--- src/rtl/pps_gap_pkg.sv ---
package pps_gap_pkg;

    typedef enum logic [1:0] {
        GS_ARM = 2'd0,
        GS_RUN = 2'd1,
        GS_GAP = 2'd2
    } gap_state_t;

    typedef enum logic {
        IV_IDLE = 1'b0,
        IV_TIME = 1'b1
    } ivl_state_t;

endpackage

--- src/rtl/pps_sync2.sv ---
module pps_sync2 #(
    parameter int STAGES = 2
) (
    input  logic clk_i,
    input  logic rst_ni,
    input  logic d_i,
    output logic q_o
);
    logic [STAGES-1:0] chain_q;

    always_ff @(posedge clk_i) begin
        if (!rst_ni) begin
            chain_q <= '0;
        end else begin
            chain_q <= {chain_q[STAGES-2:0], d_i};
        end
    end

    assign q_o = chain_q[STAGES-1];
endmodule

--- src/rtl/pps_gap_detect.sv ---
module pps_gap_detect
    import pps_gap_pkg::*;
#(
    parameter int GAP_MIN = 16
) (
    input  logic clk_i,
    input  logic rst_ni,
    input  logic s_i,
    output logic pps_o
);
    localparam int CW = $clog2(GAP_MIN + 1);
    localparam logic [CW-1:0] LAST_LOW = CW'(GAP_MIN - 1);

    gap_state_t state_q, state_d;
    logic [CW-1:0] low_q, low_d;
    logic pps_q;

    // next-state and low-run count
    always_comb begin
        state_d = state_q;
        low_d   = low_q;
        unique case (state_q)
            GS_ARM: begin
                low_d = '0;
                if (s_i) state_d = GS_RUN;
            end
            GS_RUN: begin
                if (s_i) begin
                    low_d = '0;
                end else if (low_q == LAST_LOW) begin
                    state_d = GS_GAP;
                    low_d   = '0;
                end else begin
                    low_d = low_q + 1'b1;
                end
            end
            GS_GAP: begin
                low_d = '0;
                if (s_i) state_d = GS_RUN;
            end
            default: begin
                state_d = GS_ARM;
                low_d   = '0;
            end
        endcase
    end

    // state register
    always_ff @(posedge clk_i) begin
        if (!rst_ni) begin
            state_q <= GS_ARM;
            low_q   <= '0;
        end else begin
            state_q <= state_d;
            low_q   <= low_d;
        end
    end

    // output register: marker on first high sample while in GS_GAP
    always_ff @(posedge clk_i) begin
        if (!rst_ni) begin
            pps_q <= 1'b0;
        end else begin
            pps_q <= (state_q == GS_GAP) && s_i;
        end
    end

    assign pps_o = pps_q;

    // a marker follows a low-to-high transition of the synchronised line
    p_marker_on_rise_r3: assert property (@(posedge clk_i) disable iff (!rst_ni)
        pps_q |-> ($past(s_i) && !$past(s_i, 2)));

    // marker lasts one cycle only
    p_marker_single_r3: assert property (@(posedge clk_i) disable iff (!rst_ni)
        pps_q |=> !pps_q);
endmodule

--- src/rtl/pps_interval_check.sv ---
module pps_interval_check
    import pps_gap_pkg::*;
#(
    parameter int NOM_CYCLES = 250_000_000,
    parameter int TOL_CYCLES = 250
) (
    input  logic clk_i,
    input  logic rst_ni,
    input  logic pps_i,
    output logic early_o,
    output logic missing_o
);
    localparam int EARLY_LIM = NOM_CYCLES - TOL_CYCLES;
    localparam int LATE_LIM  = NOM_CYCLES + TOL_CYCLES;
    localparam int CW        = $clog2(LATE_LIM + 1);
    localparam logic [CW-1:0] EARLY_CMP = CW'(EARLY_LIM - 1);
    localparam logic [CW-1:0] LATE_CMP  = CW'(LATE_LIM - 1);

    ivl_state_t state_q, state_d;
    logic [CW-1:0] cnt_q;
    logic early_q, missing_q;

    always_comb begin
        state_d = state_q;
        unique case (state_q)
            IV_IDLE: if (pps_i) state_d = IV_TIME;
            IV_TIME: if (!pps_i && cnt_q == LATE_CMP) state_d = IV_IDLE;
            default: state_d = IV_IDLE;
        endcase
    end

    always_ff @(posedge clk_i) begin
        if (!rst_ni) begin
            state_q <= IV_IDLE;
        end else begin
            state_q <= state_d;
        end
    end

    // counter and flags
    always_ff @(posedge clk_i) begin
        if (!rst_ni) begin
            cnt_q     <= '0;
            early_q   <= 1'b0;
            missing_q <= 1'b0;
        end else begin
            early_q   <= (state_q == IV_TIME) && pps_i && (cnt_q < EARLY_CMP);
            missing_q <= (state_q == IV_TIME) && !pps_i && (cnt_q == LATE_CMP);
            if (pps_i) begin
                cnt_q <= '0;
            end else if (state_q == IV_TIME && cnt_q != LATE_CMP) begin
                cnt_q <= cnt_q + 1'b1;
            end
        end
    end

    assign early_o   = early_q;
    assign missing_o = missing_q;

    // an early flag always follows a marker
    p_early_after_marker_r6: assert property (@(posedge clk_i) disable iff (!rst_ni)
        early_q |-> $past(pps_i));

    // a missing flag never follows a marker directly
    p_missing_no_marker_r8: assert property (@(posedge clk_i) disable iff (!rst_ni)
        missing_q |-> !$past(pps_i));

    // the two flags never coincide
    p_flags_exclusive_r7: assert property (@(posedge clk_i) disable iff (!rst_ni)
        !(early_q && missing_q));
endmodule

--- src/rtl/pps_gap_marker.sv ---
module pps_gap_marker #(
    parameter int GAP_MIN    = 16,
    parameter int NOM_CYCLES = 250_000_000,
    parameter int TOL_CYCLES = 250
) (
    input  logic clk_i,
    input  logic rst_ni,
    input  logic dclk_i,
    output logic pps_o,
    output logic early_o,
    output logic missing_o
);
    logic dclk_s;
    logic pps_w;

    // two-flop synchroniser, fixed latency of two local edges
    pps_sync2 #(.STAGES(2)) u_sync (
        .clk_i  (clk_i),
        .rst_ni (rst_ni),
        .d_i    (dclk_i),
        .q_o    (dclk_s)
    );

    pps_gap_detect #(.GAP_MIN(GAP_MIN)) u_detect (
        .clk_i  (clk_i),
        .rst_ni (rst_ni),
        .s_i    (dclk_s),
        .pps_o  (pps_w)
    );

    pps_interval_check #(
        .NOM_CYCLES (NOM_CYCLES),
        .TOL_CYCLES (TOL_CYCLES)
    ) u_ivl (
        .clk_i     (clk_i),
        .rst_ni    (rst_ni),
        .pps_i     (pps_w),
        .early_o   (early_o),
        .missing_o (missing_o)
    );

    assign pps_o = pps_w;
endmodule

--- config.mk ---
export PLATFORM = sky130hd
export DESIGN_NAME = pps_gap_marker
export DESIGN_NICKNAME = d
export VERILOG_FILES = /design/src/rtl/pps_gap_pkg.sv /design/src/rtl/pps_sync2.sv /design/src/rtl/pps_gap_detect.sv /design/src/rtl/pps_interval_check.sv /design/src/rtl/pps_gap_marker.sv
export SDC_FILE = /design/constraint.sdc
export NUM_CORES = 1
export LEC_CHECK = 0
export ABC_AREA = 1
export BUFFER_PORTS_ARGS = -buffer_cell sky130_fd_sc_hd__buf_2
export CAP_MARGIN = 20
export CORE_UTILIZATION = 56
export DETAILED_ROUTE_END_ITERATION = 16
export PLACE_DENSITY = 0.75
export SYNTH_ARGS = -nofsm -noshare
export SYNTH_HDL_FRONTEND = slang
export SYNTH_SLANG_ARGS = --single-unit
--- constraint.sdc ---
create_clock -name clk_i -period 1.6 [get_ports clk_i]
set_clock_uncertainty 0.2 [all_clocks]
set_input_delay 0.16 -clock clk_i [delete_from_list [all_inputs] [get_ports clk_i]]
set_output_delay 0.16 -clock clk_i [all_outputs]
set_load 0.05 [all_outputs]
==> results of run 1 <==
[kinds of logic (layout without fill, tap and decap cells)]
| group | after synthesis | in the layout |
|---|---|---|
| AOI/OAI and AO/OA | 36 | 36 |
| xor gates and xnor gates | 12 | 12 |
| adders and majority gates | 5 | 5 |
| buffers and inverters | 57 | 128 |
| DFF | 41 | 41 |
| and+or+nand+nor | 254 | 257 |
[synthesized netlist by cell type (all sizes together) (2+ instances only)]
library cell	count	area [µm²]
nand2	134	564
nor2	68	285
inv	48	180
dfxtp	41	821
nand3	33	165
a21oi	25	163
nand4	11	68.8
buf	7	65.1
xor2	7	61.3
o21ai	6	30.0
ha	5	62.6
xnor2	5	43.8
nor3	4	20.0
clkbuf	2	7.51
nor4	2	12.5
o211ai	2	15.0
[worst max path at each step]
stage	startpoint	endpoint	slack, ps
2_1_floorplan	u_ivl.cnt_q[1]$_SDFFE_PP0P_	u_ivl.cnt_q[15]$_SDFFE_PP0P_	-20
3_3_place_gp	u_ivl.cnt_q[0]$_SDFFE_PP0P_	u_ivl.cnt_q[26]$_SDFFE_PP0P_	-60
3_5_place_dp	u_ivl.cnt_q[0]$_SDFFE_PP0P_	u_ivl.cnt_q[18]$_SDFFE_PP0P_	-120
4_1_cts	u_ivl.cnt_q[1]$_SDFFE_PP0P_	u_ivl.cnt_q[18]$_SDFFE_PP0P_	-100
5_1_grt	u_ivl.cnt_q[1]$_SDFFE_PP0P_	u_ivl.cnt_q[24]$_SDFFE_PP0P_	-240
6_report	u_ivl.cnt_q[1]$_SDFFE_PP0P_	u_ivl.cnt_q[24]$_SDFFE_PP0P_	-140
[repair_timing]
item / in CTS / in global routing
gates resized for setup: 30 / 53
setup endpoints to repair: 34 / 38
buffers inserted: 4 / 2
hold endpoints to repair: 5 / 0
pin swaps: 12 / 12
gates cloned: 3 / 0
hold buffers: 4 / 0
[worst min-delay path: stages]
cell	delay, ps
buf_2	120
nand4_1	150
nor3b_1	70
[sequential cells by signal (all words and copies together), names as in the netlist]
register,flops
u_sync.chain_q,2
u_ivl.cnt_q,28
u_detect.pps_o,1
u_ivl.early_o,1
u_detect.state_q,2
u_ivl.state_q,1
u_ivl.missing_o,1
u_detect.low_q,5
[where the power goes]
part / internal (W) / total (W) / switching, W
Clock: 0.000310 / 0.000710 / 0.000400
Sequential: 0.00102 / 0.00102 / 0.00000244
Combinational: 0.0000251 / 0.0000594 / 0.0000343
Total: 0.00135 / 0.00179 / 0.000437
[area by class of cell]
class | count | area, µm²
multi-input combinational | 310 | 1780
sequential | 41 | 855
clock buffer | 5 | 68.8
fill | 307 | 853
tap | 52 | 65.1
clock inverter | 3 | 21.3
timing repair buffer | 72 | 588
inverter | 48 | 183
[layer usage]
layer | part of all wire [%] | up-vias | routed length [µm] | GRT usage (%)
met4 | 3.0 | 0 | 238 | 11.6
met3 | 8.2 | 23 | 652 | 7.07
met2 | 48 | 129 | 3800 | 56.3
li1 | - | 1426 | - | -
met1 | 41 | 1348 | 3230 | 42.5
met5 | 0 | - | 0 | 0
[per-stage QoR]
stage                     worst slack, ps  setup TNS [ps]
after floorplan                     -24.0            -215
after global placement              -61.3           -1030
after detailed placement             -119           -2040
after CTS                            -102           -1900
after global routing                 -238           -4920
final                                -136           -2150
==> metrics.md, run 1 <==
| Metric | Value |
|---|---|
| First-pass GRT wire length | ~13000 µm |
| Setup crit end kind | flip-flop |
| Finished Cell Area | 0.00356 mm² |
| CTS buffer count | 5 |
| Synth cell types | 31 |
| Starting DRC count in detailed routing | roughly 210 |
| Antenna violations before repair | 0 |
| Area Overhead vs Synth | 36.9% |
| Max stage delay on crit path | 370 ps |
| Worst EP required | 1640 ps |
| Xor and xnor area share after synthesis | 4.04% |
| CP Data Arrival Time | 1780 ps |
| Commonest non-fill, non-tap cell in the layout | nand2_1 |
| FMAX | 576 MHz |
| Seq cells post-synth | 41 |
| Placed Instances | between 500 and 600 |
| Critical path launch point type | flip-flop |
| R2R Path End | u_ivl.cnt_q[24]$_SDFFE_PP0P_ |
| Final setup violation count | 26 |
| WHS Path Cells | 3 |
| CTS clk-pin slew, worst paths | 90 ps |
| Critical path class | reg2reg |
| Min Tclk post-route | 1740 ps |
| Syn_nets | 413 |
| Worst min-delay path class | in2reg |
| Vias per cell | 5.51 |
| Max rail drop VDD | 0.000621 V |
| DP HPWL | about 5200 µm |
| Clock buffer depth | 2 |
| Avg Inst Size Synth | 6.42 µm² |
| Failing checks | negative setup slack |
| Number of diodes | 0 |
| Total Routed Length | 7920 µm |
| Die W | 70.2 µm |
| Antenna-violating nets left | 0 |
| Worst-Skew Late Latency | 300 ps |
| Stages on worst setup path | 11 |
| Post-synthesis cell count | 405 |
| Ratio of cells with drive above 1 in the final layout | 38.0% |
| Final nets | just under 500 |
| Worst-margin pin slew | just over 300 ps |
| Sink Count | around 40 |
| Design Power | 0.00179 W |
| CP Buf/Inv Count | 2 |
| Worst hold start | rst_ni |
| Vias after detailed routing | 2926 |
| Unrepaired setup endpoints after global routing | true |
| Core box area | about 0.0044 mm² |
| CP cell instances | inv_4, ha_4, nand2_2, nor2_1, nand3_1, nor2_4, nand2_4, buf_12, nand2_8, nand2_2, a21oi_2 |
| Critical R2R Launch | u_ivl.cnt_q[1]$_SDFFE_PP0P_ |
| WHS | a little under 40 ps |
| Critical path's slowest cell | dfxtp_4 |
| Die area | 0.00492 mm² |
| # rows | 24 |
| Vias in the first global route | 2843 |
| Largest family of logic cells by synthesized area | simple AND/OR/NAND/NOR gates |
| Syn. warnings | 0 |
| Outcome | finished with violations |
| Worst-case reg-to-reg path depth | 11 |
| Pwr per Cell Area | 502 mW/mm² |
| Multiplexer area fraction after synthesis | 0% |
| R2R setup slack | -140 ps |
| Commonest non-fill, non-tap cells in the layout | nand2_1 (110), buf_4 (59), nor2_1 (43) |
| IO Pins | 6 |
| Cell family with most CP delay | simple AND/OR/NAND/NOR gates |
| Final worst-path cycle share | 109% |
| Post-Synth Simple-Gate Area | 43.5% |
| Final hold viol count | 0 |
| Root Buffer | clkbuf_8 |
| Cell Count, Final, Fillers Out | 531 |
| Leakage power | 1.34 nW |
| Synth Area in Adders | 2.41% |
| CP max FO | 6 |
| Initial core utilization | between 50% and 60% |
| Final Util | 80.7% |
| Routed length per instance | 14.9 µm |
| Drc violations | 0 |
| I/O Buffers | 5 |
| Die Y | 70.2 µm |
| Crit path top cell by count | nand2_2 |
| TritonRoute pass-1 iters | 5 |
| Final Max Tran Viols | 0 |
| GP Congestion | 0.969 |
| Max-cap check violation count | 0 |
| CTS tree | built |
| Grt ovf | 0 |
| Final worst slack | -136 ps |
| H-tree depth | 2 |
| Largest net degree at the start of global routing | 23 |
| Tot GR Track Use | ~34% |
| Post-synth ARST share | 0% |
| Compound-gate portion of the synthesized area | under 10% |
| Placed Area | around 0.0031 mm² |
| Max transition margin | 79.0% |
| Post-synthesis sequential area ratio | a little under a third |
| Cell area after synthesis | 0.00260 mm² |
| Top_reg_cell synth | dfxtp_1 |
| Number of flops mapped to enable cells by yosys | 0 |
| Hold Path End | u_detect.low_q[2]$_SDFF_PP0_ |
(Power assumes the default switching activity.)
==> inputs of run 2 (changes only) <==
--- a/config.mk
+++ b/config.mk
@@ -13,4 +13,5 @@
 export PLACE_DENSITY = 0.75
 export SYNTH_ARGS = -nofsm -noshare
 export SYNTH_HDL_FRONTEND = slang
+export SYNTH_HIERARCHICAL = 1
 export SYNTH_SLANG_ARGS = --single-unit
==> run 2 against run 1 <==
  * The flow still finishes with violations (negative setup slack)
  * Clock power is 21% higher
  * Cell area is 5.7% lower
  * First-iteration DRC count is 19% higher
  * Sequential share of layout area is 0.93 points higher
  * Synthesized cell count is 0.49% lower
  * Clock-buffer cell count stayed put
  * Routed wire length is 3.1% lower
  * Critical endpoint is now u_ivl/cnt_q[18]$_SDFFE_PP0P_
  * Critical path depth is 1 higher
  * Fmax is 3.1% lower
  * Via count is 2.1% lower
  * Largest power group unchanged
==> metrics.md, run 2 <==
| Metric | Value |
|---|---|
| TritonRoute pass-1 iters | 6 |
| Antenna violations before repair | 0 |
| Grt ovf | 0 |
| Area taken by multi-input logic gates | 0.00167 mm² |
| Cell Count, Final, Fillers Out | 518 |
| Die area | 0.00468 mm² |
| Core box area | 0.00412 mm² |
| Ratio of cells with drive above 1 in the final layout | between 30% and 40% |
| Critical path class | reg2reg |
| Syn_nets | 411 |
| Total Routed Length | 7670 µm |
| CP max FO | 6 |
| Placed Instances | around 500 |
| Synth area leaders | dfxtp_1 (33%), nand2_1 (20%), nor2_1 (11%) |
| Final hold viol count | 0 |
| Stages on worst setup path | 12 |
| H-tree depth | 2 |
| Fillers | about 290 |
| Vias after detailed routing | roughly 2900 |
| Post-synth ARST share | 0% |
| FMAX | 558 MHz |
| Max transition margin | 72.2% |
| First-pass GRT wire length | 11800 µm |
| CTS buffer count | 5 |
| Design Power | 0.00193 W |
| GP Congestion | 1.00 |
| Vias per cell | 5.53 |
| Antenna-violating nets left | 0 |
| Number of flops mapped to enable cells by yosys | 0 |
| Largest reg by FF count | u_ivl/cnt_q |
| Critical R2R Launch | u_ivl/cnt_q[1]$_SDFFE_PP0P_ |
| Synth cell types | 26 |
| Unrepaired setup endpoints after global routing | true |
| Cell area after synthesis | 0.00247 mm² |
| DP HPWL | 4780 µm |
| Final worst-path cycle share | 112% |
| Clock buffer depth | 2 |
| Seq cells post-synth | approximately 40 |
| CTS tree | built |
| # rows | 23 |
| Synth area leader | dfxtp_1 |
| Post-synthesis sequential area ratio | 33.3% |
| Largest regs | u_ivl/cnt_q x28, u_detect/low_q x5 |
| R2R Path End | u_ivl/cnt_q[18]$_SDFFE_PP0P_ |
| Top post-synthesis cells by count | nand2_1 (132), nor2_1 (71), dfxtp_1 (41) |
| Pwr per Cell Area | between 500 and 600 mW/mm² |
| Critical path's slowest cell | dfxtp_4 |
| Worst-case reg-to-reg path depth | 12 |
| CP Buf/Inv Count | 2 |
| Final worst slack | -191 ps |
| Commonest non-fill, non-tap cells in the layout | nand2_1 (129), buf_4 (53), nor2_1 (49) |
| Worst setup path endpoint | u_ivl/cnt_q[18]$_SDFFE_PP0P_ |
| Final Max Tran Viols | 0 |
| Commonest non-fill, non-tap cell in the layout | nand2_1 |
| Vias in the first global route | approximately 2600 |
| Root Buffer | clkbuf_8 |
| Placed Area | 0.00292 mm² |
| Sink Count | 41 |
| Drc violations | 0 |
| Pre-CTS WS | -294 ps |
| Top cell type's share of synthesized area | 33.3% |
| R2R setup slack | -190 ps |
| Register area | 837 µm² |
| Worst-margin pin slew | 416 ps |
| Largest net degree at the start of global routing | 23 |
| Top-count cell post-synth | nand2_1 |
| WHS | 246 ps |
| Setup crit end kind | flip-flop |
| Syn. warnings | 6 |
| Final nets | approximately 480 |
| Post-synthesis cell count | 403 |
| Top_reg_cell synth | dfxtp_1 |
| Worst EP required | ~1600 ps |
| Max-cap check violation count | 0 |
| Crit path top cell by count | nand2_1 |
| Die W | between 60 and 70 µm |
| Worst min-delay path class | reg2reg |
| Avg Inst Size Synth | around 6.1 µm² |
| Routed length per instance | 14.8 µm |
| Tot GR Track Use | 34.5% |
| CTS clk-pin slew, worst paths | 80 ps |
| Failing checks | negative setup slack |
| CP Data Arrival Time | between 1500 and 2000 ps |
| Starting DRC count in detailed routing | 251 |
| Die Y | 68.4 µm |
| Critical path launch point type | flip-flop |
| CP cell instances | inv_4, ha_4, nand2_2, nor2_2, nand2_1, nor2_2, nand2_4, buf_6, nand3_2, nand2_1, nand2_1, nor2_1 |
| Finished Cell Area | 0.00336 mm² |
| Leakage power | 1.25 nW |
| Crit path from | u_ivl/cnt_q[1]$_SDFFE_PP0P_ |
| Max reg flops | 28 |
| Number of diodes | 0 |
| Area Overhead vs Synth | 36.1% |
| Outcome | finished with violations |
| I/O Buffers | 5 |
| Final setup violation count | 30 |
| Cell family with most CP delay | simple AND/OR/NAND/NOR gates |
| WHS Path Cells | 1 |
| Initial core utilization | 60.0% |
| Max rail drop VDD | roughly 0.00064 V |
| Max stage delay on crit path | 370 ps |
| IO Pins | 6 |
| Worst-Skew Late Latency | 300 ps |
| Min Tclk post-route | 1790 ps |
[run 2: cell count changes in the layout (fill, tap and decap cells not counted), sizes merged, moves of 2 or more]
| cell | change |
|---|---|
| a21oi | -3 |
| buf | -5 |
| inv | -7 |
| nand3 | +2 |
| nor2 | +9 |
| nor4 | -2 |
| o211ai | -2 |
| o21ai | -2 |
| xor2 | +2 |
[run 2: area by class of cell]
type	count	area share [%]
clock buffers	5	2.05
clock inverters	3	1.38
inverters	43	4.88
multi-input cells	310	49.6
flip-flops and latches	41	24.9
well taps	50	1.86
repair buffers	66	15.3
[run 2: kinds of logic (layout without fill, tap and decap cells)]
kind of cell	Yosys count	after routing	share of synthesized area, %
AND/OR/NAND/NOR	263	264	44.8
buffers and inverters	53	117	8.87
flip-flops	41	41	33.3
AO/OA/AOI/OAI	28	28	5.93
XOR/XNOR	13	13	4.61
adder cells (fa/ha/maj)	5	5	2.54
[run 2: stage by stage]
step / setup TNS [ps] / util, %
2_1_floorplan: 0 / -
3_3_place_gp: -4630 / 71.0
3_5_place_dp: -6070 / 71.0
4_1_cts: -2270 / 78.8
5_1_grt: -6760 / 81.6
6_report: -4130 / 81.6
[run 2: layer usage]
metal	track usage [%]	vias to the layer above	share of wire, %
met1	42.8	1304	41
li1	-	1398	-
met4	16.9	0	4.1
met2	56.6	131	48
met3	6.67	32	6.7
met5	0	-	0
[run 2: how the worst min path moves through the flow]
| stage | from | to | slack [ps] |
|---|---|---|---|
| final | u_detect/low_q[0]$_SDFF_PP0_ | u_detect/low_q[0]$_SDFF_PP0_ | 250 |
| after detailed placement | dclk_i | u_sync/chain_q[0]$_SDFF_PN0_ | 150 |
| after global placement | dclk_i | u_sync/chain_q[0]$_SDFF_PN0_ | 140 |
| after global routing | u_sync/chain_q[0]$_SDFF_PN0_ | u_sync/chain_q[1]$_SDFF_PN0_ | 250 |
| after CTS | u_sync/chain_q[0]$_SDFF_PN0_ | u_sync/chain_q[1]$_SDFF_PN0_ | 250 |
| after floorplan | dclk_i | u_sync/chain_q[0]$_SDFF_PN0_ | 50 |
[run 2: what timing repair did]
item / CTS / global route
hold buffers: 3 / 0
setup endpoints to repair: 29 / 36
endpoints found under the hold margin: 6 / 0
pin swaps: 11 / 13
cloned: 2 / 0
buffers inserted: 3 / 0
gates resized for setup: 37 / 44
[run 2: worst register-to-register path: stages (launching register included)]
cell and delay, ps:
dfxtp_4 370, inv_4 80, ha_4 140, nand2_2 60, nor2_2 100, nand2_1 80
nor2_2 140, nand2_4 140, buf_6 170, nand3_2 60, nand2_1 50, nand2_1 60
nor2_1 40
[run 2: where the power goes]
part / total (W) / internal [W] / switching (W)
registers: 0.00102 / 0.00102 / 0.00000260
clock network: 0.000860 / 0.000467 / 0.000393
logic: 0.0000494 / 0.0000178 / 0.0000316
==> inputs of run 3 (changes only) <==
--- a/config.mk
+++ b/config.mk
@@ -8,9 +8,10 @@
 export ABC_AREA = 1
 export BUFFER_PORTS_ARGS = -buffer_cell sky130_fd_sc_hd__buf_2
 export CAP_MARGIN = 20
-export CORE_UTILIZATION = 56
+export CORE_UTILIZATION = 58
+export CTS_BUF_LIST = sky130_fd_sc_hd__clkbuf_8
 export DETAILED_ROUTE_END_ITERATION = 16
-export PLACE_DENSITY = 0.75
+export PLACE_DENSITY = 0.78
 export SYNTH_ARGS = -nofsm -noshare
 export SYNTH_HDL_FRONTEND = slang
 export SYNTH_HIERARCHICAL = 1
==> run 3 against run 2 <==
  * The flow still finishes with violations (negative setup slack)
  * Worst setup slack improved by 57 ps
  * Clock power rose by 20%
  * Routed wire length rose by 6.0%
  * Sequential share of layout area fell by 0.082 points
  * Critical path depth fell by 5
  * First-iteration DRC count rose by 25%
  * Critical endpoint is now u_ivl/cnt_q[11]$_SDFFE_PP0P_
  * Largest cell class unchanged
  * Highest routed layer unchanged
==> metrics.md, run 3 (same netlist as run 2, synthesis figures left out) <==
| Metric | Value |
|---|---|
| Setup crit end kind | flip-flop |
| Crit path top cell by count | nand2_1 |
| Unrepaired setup endpoints after global routing | true |
| Final hold viol count | 0 |
| Clock buffer depth | 2 |
| First-pass GRT wire length | 11400 µm |
| Max reg flops | 28 |
| Die Y | approximately 67 µm |
| IO Pins | 6 |
| Largest regs | u_ivl/cnt_q x28, u_detect/low_q x5 |
| CP max FO | 4 |
| Max transition margin | between 70% and 80% |
| Max-cap check violation count | 0 |
| CP cell instances | nand2_1, nor2_1, nand2_1, nor2_4, xor2_1, nand2_1, a21oi_1 |
| GRT met3 Usage | just over 7% |
| H-tree depth | 2 |
| Tot GR Track Use | 34.5% |
| Global Route met1 Usage | around two fifths |
| Design Power | 0.00211 W |
| Area Overhead vs Synth | 37.6% |
| Met2 Resource Use GR | 58.8% |
| CP Buf/Inv Count | 0 |
| Ratio of cells with drive above 1 in the final layout | 31.7% |
| Starting DRC count in detailed routing | 315 |
| Largest net degree at the start of global routing | 27 |
| Final worst slack | -135 ps |
| CTS buffer count | 5 |
| Failing checks | negative setup slack |
| Leakage power | 1.26 nW |
| GRT busiest layer | met2 |
| Drc violations | 0 |
| Worst-Skew Late Latency | 300 ps |
| Final setup violation count | 30 |
| # rows | 23 |
| Antenna violations before repair | 0 |
| Die area | 0.00452 mm² |
| Sink Count | 41 |
| Root Buffer | clkbuf_8 |
| DP HPWL | about 4800 µm |
| Commonest non-fill, non-tap cell in the layout | nand2_1 |
| Vias per cell | 5.79 |
| Critical path launch point type | flip-flop |
| CP Data Arrival Time | ~1800 ps |
| Die W | 67.2 µm |
| Total Routed Length | 8130 µm |
| Initial core utilization | roughly three fifths |
| Commonest non-fill, non-tap cells in the layout | nand2_1 (124), buf_4 (54), nor2_1 (45) |
| Number of diodes | 0 |
| Final Util | 84.3% |
| CTS tree | built |
| Grt ovf | 0 |
| Worst EP required | 1630 ps |
| Final worst-path cycle share | 108% |
| Largest reg by FF count | u_ivl/cnt_q |
| FMAX | 577 MHz |
| Routed length per instance | 15.6 µm |
| Critical path's slowest cell | dfxtp_1 |
| Worst-margin pin slew | 360 ps |
| GP Congestion | 0.900 |
| Pwr per Cell Area | 621 mW/mm² |
| I/O Buffers | 5 |
| Final Max Tran Viols | 0 |
| Antenna-violating nets left | 0 |
| Pre-CTS WS | -277 ps |
| Critical path class | reg2reg |
| CTS clk-pin slew, worst paths | 90 ps |
| Core box area | 0.00403 mm² |
| Vias after detailed routing | 3011 |
| Outcome | finished with violations |
| Final nets | between 400 and 500 |
| Cell family with most CP delay | simple AND/OR/NAND/NOR gates |
| Total Neg Setup Slack | -2930 ps |
| TritonRoute pass-1 iters | 5 |
| Max stage delay on crit path | 420 ps |
| Max rail drop VDD | between 0.0008 and 0.0009 V |
| Worst min-delay path class | reg2reg |
| Vias in the first global route | 2603 |
| Min Tclk post-route | around 1700 ps |
==> run 3: cell types whose count changed in the layout (fill, tap and decap cells not counted), moves of 2 or more <==
| cell | previous run | this run |
|---|---|---|
| buf_6 | 4 | 2 |
| nor2_1 | 49 | 45 |
| buf_12 | 0 | 2 |
| nand2_1 | 129 | 124 |
| dfxtp_4 | 1 | 3 |
| nor2_2 | 20 | 23 |
| nand2_2 | 4 | 10 |
| nor3_1 | 2 | 4 |
==> run 3: layout make-up <==
class / instances / area (µm²)
Multi-Input combinational cell: 311 / 1660
Sequential cell: 41 / 843
Inverter: 43 / 161
Clock inverter: 3 / 68.8
Tap cell: 50 / 62.6
Timing Repair Buffer: 67 / 528
Clock buffer: 5 / 68.8
Fill cell: 256 / 634
==> run 3: report_power, final <==
group          leakage (nW)  internal, W  switching [W]
registers             0.338      0.00102     0.00000263
logic                 0.857    0.0000194      0.0000322
clock network        0.0687     0.000629       0.000406
total                  1.26      0.00167       0.000441
==> run 3: per-layer routing <==
metal  vias to the layer above  part of all wire, %  wire length, µm
met5                         -                    0                0
met4                         0                  4.1              337
met3                        34                  7.6              615
met2                       176                   48             3930
met1                      1399                   40             3240
li1                       1402                    -                -
==> run 3: worst reg2reg max path, stage by stage, from the launching register on <==
cell	delay, ps
dfxtp_1	420
nand2_1	110
nor2_1	220
nand2_1	180
nor2_4	140
xor2_1	180
nand2_1	80
a21oi_1	140
==> run 3: timing repair <==
| action | in CTS | in global routing |
|---|---|---|
| endpoints found under the hold margin | 6 | 0 |
| pin swaps | 9 | 21 |
| hold buffers | 3 | 0 |
| endpoints found under the setup margin | 29 | 36 |
| buffers inserted | 3 | 2 |
| gates cloned | 3 | 0 |
| gates resized for setup | 41 | 38 |
==> run 3: stage by stage <==
step | std cells | instance area, µm² | hold WS, ps
after floorplan | 403 | 2470 | 53.5
final | 520 | 3390 | 238
after detailed placement | 501 | 2910 | 146
after global placement | 501 | 2910 | 144
after CTS | 518 | 3250 | 234
after global routing | 520 | 3390 | 244
==> run 3: path summary, 6_finish.rpt <==
check	slack, ps	to	depth (start not counted)	from
setup / recovery	-130	u_ivl/cnt_q[11]$_SDFFE_PP0P_	7	u_ivl/cnt_q[10]$_SDFFE_PP0P_
hold / removal	240	u_detect/low_q[0]$_SDFF_PP0_	1	u_detect/low_q[0]$_SDFF_PP0_
setup reg to reg	-130	u_ivl/cnt_q[11]$_SDFFE_PP0P_	7	u_ivl/cnt_q[10]$_SDFFE_PP0P_
hold reg to reg	240	u_detect/low_q[0]$_SDFF_PP0_	1	u_detect/low_q[0]$_SDFF_PP0_
